File: config.mk
export PLATFORM = sky130hd
export DESIGN_NAME = keyguard_top
export DESIGN_NICKNAME = d
export VERILOG_FILES = /design/src/rtl/keyguard_pkg.sv /design/src/rtl/guard_bus_decode.sv /design/src/rtl/guard_key_seq.sv /design/src/rtl/guard_ctrl_reg.sv /design/src/rtl/keyguard_top.sv
export SDC_FILE = /design/constraint.sdc
export NUM_CORES = 1
export LEC_CHECK = 0
export BUFFER_PORTS_ARGS = -buffer_cell sky130_fd_sc_hd__buf_2
export CAP_MARGIN = 20
export CORE_MARGIN = 5
export CORE_UTILIZATION = 41
export DETAILED_ROUTE_END_ITERATION = 7
export GPL_TIMING_DRIVEN = 0
export HOLD_SLACK_MARGIN = 0.12
export MAX_ROUTING_LAYER = met4
export PLACE_DENSITY = 0.84
export SYNTH_ARGS = -nofsm -noshare
export SYNTH_HDL_FRONTEND = slang
export SYNTH_SLANG_ARGS = --single-unit
File: constraint.sdc
create_clock -name clk -period 2.7 [get_ports clk]
set_clock_uncertainty 0.2 [all_clocks]
set_input_delay 0.135 -clock clk [delete_from_list [all_inputs] [get_ports clk]]
set_output_delay 0.135 -clock clk [all_outputs]
set_load 0.02 [all_outputs]
File: src/rtl/keyguard_pkg.sv
package keyguard_pkg;
  localparam int unsigned DATA_W = 32;
  localparam logic [DATA_W-1:0] KEY_FIRST  = 32'h4567_0123;
  localparam logic [DATA_W-1:0] KEY_SECOND = 32'hCDEF_89AB;
  localparam int unsigned LOCK_BIT = 31;

  typedef enum logic [1:0] {
    SEQ_LOCKED = 2'd0,
    SEQ_HALF   = 2'd1,
    SEQ_OPEN   = 2'd2,
    SEQ_BARRED = 2'd3
  } seq_state_e;
endpackage

File: src/rtl/guard_bus_decode.sv
module guard_bus_decode #(
  parameter int unsigned ADDR_W    = 4,
  parameter logic [ADDR_W-1:0] KEY_ADDR  = '0,
  parameter logic [ADDR_W-1:0] CTRL_ADDR = 1
) (
  input  logic              bus_valid,
  input  logic              bus_write,
  input  logic [ADDR_W-1:0] bus_addr,
  input  logic              busy,
  output logic              bus_ready,
  output logic              key_wr,
  output logic              ctrl_wr,
  output logic              sel_ctrl
);
  logic hit_key, hit_ctrl, ctrl_wr_req;

  always_comb begin
    hit_key     = (bus_addr == KEY_ADDR);
    hit_ctrl    = (bus_addr == CTRL_ADDR);
    ctrl_wr_req = bus_valid && bus_write && hit_ctrl;
    // only control writes are held back by the engine
    bus_ready   = !(ctrl_wr_req && busy);
    key_wr      = bus_valid && bus_write && hit_key;
    ctrl_wr     = ctrl_wr_req && !busy;
    sel_ctrl    = hit_ctrl;
  end
endmodule

File: src/rtl/guard_key_seq.sv
module guard_key_seq
  import keyguard_pkg::*;
#(
  parameter logic [DATA_W-1:0] FIRST  = KEY_FIRST,
  parameter logic [DATA_W-1:0] SECOND = KEY_SECOND
) (
  input  logic              clk,
  input  logic              rst_n,
  input  logic              key_wr,
  input  logic [DATA_W-1:0] key_data,
  input  logic              relock,
  output logic              unlocked,
  output logic              lockout
);
  seq_state_e state_q, state_d;

  always_comb begin
    state_d = state_q;
    unique case (state_q)
      SEQ_LOCKED: if (key_wr) state_d = (key_data == FIRST)  ? SEQ_HALF : SEQ_BARRED;
      SEQ_HALF:   if (key_wr) state_d = (key_data == SECOND) ? SEQ_OPEN : SEQ_BARRED;
      SEQ_OPEN:   if (relock) state_d = SEQ_LOCKED;
      SEQ_BARRED: state_d = SEQ_BARRED;
      default:    state_d = SEQ_BARRED;
    endcase
  end

  always_ff @(posedge clk or negedge rst_n) begin
    if (!rst_n) state_q <= SEQ_LOCKED;
    else        state_q <= state_d;
  end

  assign unlocked = (state_q == SEQ_OPEN);
  assign lockout  = (state_q == SEQ_BARRED);

  // lockout persists until reset
  assert_lockout_sticky_R4: assert property (@(posedge clk) disable iff (!rst_n)
    lockout |=> lockout);
  // opening only directly after the second key word
  assert_open_needs_key_R3: assert property (@(posedge clk) disable iff (!rst_n)
    (key_wr && !unlocked && key_data != SECOND) |=> !unlocked);
  // key writes never disturb an open register
  assert_key_ignored_open_R6: assert property (@(posedge clk) disable iff (!rst_n)
    (unlocked && key_wr) |=> (unlocked && !lockout));
endmodule

File: src/rtl/guard_ctrl_reg.sv
module guard_ctrl_reg #(
  parameter int unsigned CTRL_W = 16
) (
  input  logic              clk,
  input  logic              rst_n,
  input  logic              ctrl_wr,
  input  logic [CTRL_W-1:0] wr_field,
  input  logic              wr_lock,
  input  logic              unlocked,
  output logic [CTRL_W-1:0] ctrl_q,
  output logic              relock
);
  logic take;

  assign take   = ctrl_wr && unlocked;
  assign relock = take && wr_lock;

  always_ff @(posedge clk or negedge rst_n) begin
    if (!rst_n)    ctrl_q <= '0;
    else if (take) ctrl_q <= wr_field;
  end

  // protected register holds its value
  assert_locked_no_write_R2: assert property (@(posedge clk) disable iff (!rst_n)
    !unlocked |=> $stable(ctrl_q));
endmodule

File: src/rtl/keyguard_top.sv
module keyguard_top
  import keyguard_pkg::*;
#(
  parameter int unsigned ADDR_W = 4,
  parameter int unsigned CTRL_W = 16
) (
  input  logic              clk,
  input  logic              rst_n,
  input  logic              bus_valid,
  input  logic              bus_write,
  input  logic [ADDR_W-1:0] bus_addr,
  input  logic [31:0]       bus_wdata,
  output logic              bus_ready,
  output logic [31:0]       bus_rdata,
  input  logic              busy,
  output logic [CTRL_W-1:0] ctrl_q,
  output logic              lockout
);
  localparam int unsigned PAD_W = DATA_W - 1 - CTRL_W;
  localparam logic [ADDR_W-1:0] CTRL_ADDR = 1;

  logic key_wr, ctrl_wr, sel_ctrl, unlocked, relock;

  guard_bus_decode #(.ADDR_W(ADDR_W), .KEY_ADDR('0), .CTRL_ADDR(CTRL_ADDR)) u_decode (
    .bus_valid(bus_valid), .bus_write(bus_write), .bus_addr(bus_addr), .busy(busy),
    .bus_ready(bus_ready), .key_wr(key_wr), .ctrl_wr(ctrl_wr), .sel_ctrl(sel_ctrl)
  );

  guard_key_seq u_seq (
    .clk(clk), .rst_n(rst_n), .key_wr(key_wr), .key_data(bus_wdata),
    .relock(relock), .unlocked(unlocked), .lockout(lockout)
  );

  guard_ctrl_reg #(.CTRL_W(CTRL_W)) u_ctrl (
    .clk(clk), .rst_n(rst_n), .ctrl_wr(ctrl_wr), .wr_field(bus_wdata[CTRL_W-1:0]),
    .wr_lock(bus_wdata[LOCK_BIT]), .unlocked(unlocked), .ctrl_q(ctrl_q), .relock(relock)
  );

  generate
    if (PAD_W > 0) begin : g_pad
      always_comb bus_rdata = sel_ctrl ? {!unlocked, {PAD_W{1'b0}}, ctrl_q} : '0;
    end else begin : g_nopad
      always_comb bus_rdata = sel_ctrl ? {!unlocked, ctrl_q} : '0;
    end
  endgenerate

  // a stalled control write changes nothing
  assert_stall_no_effect_R8: assert property (@(posedge clk) disable iff (!rst_n)
    (bus_valid && bus_write && bus_addr == CTRL_ADDR && busy) |=> $stable(ctrl_q));
  // relock stalled by busy keeps the register open
  assert_relock_waits_R9: assert property (@(posedge clk) disable iff (!rst_n)
    (unlocked && busy) |=> (unlocked || !$past(busy) || $past(key_wr)));
endmodule

==> flow_metrics.env <==
export IMPL_status="finished clean"
export IMPL_hold_violations=0
export IMPL_finalSetupViolCount=0
export IMPL_max_slew_margin=0.4365
export IMPL_nets=270
export IMPL_start_util=0.4371
export IMPL_routed_via_count=1225
export IMPL_cts_setup_buffers=0
export IMPL_final_area_um2=1911
export IMPL_clk_path_buf_depth=2
export IMPL_io_pins=91
export IMPL_drc=0
export IMPL_routabilityCongestion=0.7850
export IMPL_antenna_cells=0
export IMPL_grt_pass1_vias=1227
export IMPL_synth_area_um2=1112
export IMPL_core_um2=2545
export IMPL_wl_per_cell_um=14.33
export IMPL_leakage_nw=1.135
export IMPL_die_h_um=62.09
export IMPL_yosysWarningCount=0
export IMPL_ir_drop_mv=0.3040
export IMPL_worstSetupEndpointType="flop"
export IMPL_finalCritPeriodShare=0.9237
export IMPL_crit_fanout=10
export IMPL_post_route_util=0.7507
export IMPL_grt_use_total=0.2043
export IMPL_num_rows=18
export IMPL_timing_hold_ws_ns=0.1371
export IMPL_final_cell_mix="buf_2 (75), dlygate4sd3_1 (31), dfrtp_1 (18)"
export IMPL_wl_um=3682
export IMPL_placed_area_um2=1578
export IMPL_dieArea_um2=3855
export IMPL_ant_nets=0
export IMPL_cts_tree="yes"
export IMPL_fmax_mhz=401.0
export IMPL_worst_endpoint_required_ns=2.67
export IMPL_numCtsBuffers=3
export IMPL_cts_hold_buf=31
export IMPL_critPathKind="primary input to flop"
export IMPL_cts_resized=0
export IMPL_cts_sinks=18
export IMPL_via_per_inst=4.767
export IMPL_final_common_cell="buf_2"
export IMPL_ys_seq_area_frac=0.4049
export IMPL_synth_distinct_cells=26
export IMPL_drt_iter0_markers=35
export IMPL_syn_inst=104
export IMPL_dr_pass1_iters=4
export IMPL_startpoint_type="primary input"
export IMPL_clkLatencyLatePin_ns=0.28
export IMPL_period_needed_ns=2.494
export IMPL_htree_levels=1
export IMPL_synth_seq_cells=18
export IMPL_drv_slew=0
export IMPL_worst_ep_arrival_time_ns=2.46
export IMPL_drive_gt1_frac=0.5286
export IMPL_detailed_place_hpwl_um=2602
export IMPL_min_path_type="primary input to flop"
export IMPL_setup_tns_final_ns=0
export IMPL_syn_to_final_growth_pct=71.77
export IMPL_rsz0062_at_grt="no"
export IMPL_grt_overflow_total=0
export IMPL_worst_slew_pin_slew_ns=0.8425
export IMPL_grt_max_degree=19
export IMPL_antenna_found_initial=0
export IMPL_synth_avg_cell_area_um2=10.70
export IMPL_power_density_nw_per_um2=360.4
export IMPL_drv_cap=0
export IMPL_die_width_um=62.09
export IMPL_grt_pass1_wl_um=5651
export IMPL_root_buffer="clkbuf_4"
export IMPL_clkTransAtPathRegs_ns=0.10
export IMPL_numPortBuffers=75
## layout make-up
cell class | instances | area (um2)
multi-input cells | 82 | 583.1
clock buffers | 3 | 22.52
fillers | 205 | 634.4
well taps | 30 | 37.54
plain buffers | 18 | 131.4
flip-flops and latches | 18 | 450.4
repair buffers | 106 | 685.7
## synthesized netlist by cell type
| cell | number | share of area |
|---|---|---|
| conb_1 | 1 | 0.0034 |
| o21ai_0 | 1 | 0.0045 |
| and3_1 | 10 | 0.056 |
| mux2_2 | 16 | 0.16 |
| buf_6 | 1 | 0.010 |
| and2_2 | 1 | 0.0068 |
| a21oi_1 | 1 | 0.0045 |
| nand2_1 | 2 | 0.0068 |
| nand2_4 | 1 | 0.010 |
| dfrtp_1 | 18 | 0.40 |
| clkbuf_1 | 2 | 0.0068 |
| nor2b_1 | 2 | 0.011 |
| nor4b_1 | 2 | 0.016 |
| and2_1 | 1 | 0.0056 |
| nand4_1 | 5 | 0.028 |
| or3_1 | 1 | 0.0056 |
| nor4b_4 | 1 | 0.021 |
| nor2_1 | 6 | 0.020 |
| buf_4 | 15 | 0.10 |
| nor3_4 | 1 | 0.015 |
| nor4_1 | 3 | 0.017 |
| and3_2 | 6 | 0.040 |
| nor3_1 | 1 | 0.0045 |
| o31ai_1 | 1 | 0.0068 |
| nand3_1 | 3 | 0.013 |
| nor4bb_1 | 2 | 0.018 |
## registers in the layout, summed over array words and instances, names as in the netlist
register and flops:
u_seq.state_q 2, u_ctrl.ctrl_q 16
## critical path: stages
cell           delay (ns)
dlygate4sd3_1        0.52
buf_2                0.21
nand2_4              0.09
nor4b_4              0.53
mux2_2               0.40
dlygate4sd3_1        0.57
## final timing paths
path,startpoint,end,slack [ns],cells after the start
min reg2reg,u_ctrl.ctrl_q[13],u_ctrl.ctrl_q[13],0.34,1
min,bus_write,u_seq.state_q[0],0.14,4
max in group asynchronous,rst_n,u_ctrl.ctrl_q[13],0.96,3
max,bus_addr[0],u_ctrl.ctrl_q[1],0.21,6
max reg2reg,u_seq.state_q[0],u_ctrl.ctrl_q[1],0.25,4
min in group asynchronous,rst_n,u_seq.state_q[1],0.82,3
## through the flow
stage | instances | power, mW | worst slack [ns]
2_1_floorplan | 118 | 0.4318 | 0.8922
3_3_place_gp | 223 | 0.5026 | 0.5122
3_5_place_dp | 223 | 0.5108 | 0.4690
4_1_cts | 257 | 0.6898 | 0.2235
5_1_grt | 257 | 0.7306 | 0.1380
6_report | 257 | 0.6885 | 0.2059
## cell families after synthesis
kind of cell | Yosys count | synth area share
AO/OA/AOI/OAI | 3 | 0.01574
buffers and inverters | 18 | 0.1181
flip-flops | 18 | 0.4049
multiplexers | 16 | 0.1620
other | 1 | 0.003371
AND/OR/NAND/NOR | 48 | 0.2958
## report_power, final
group	total, mW	switching [mW]	internal, mW
clock network	0.130	0.0781	0.0517
registers	0.318	0.0216	0.297
logic	0.241	0.116	0.124
## metal layers
layer	track usage	routed length [um]	up-vias
met3	0.03719	387	6
met2	0.3476	1910	59
met4	0.05758	54	0
met1	0.2461	1329	565
li1	-	-	595
met5	-	0	-
Power figures use the tool's default switching activity.
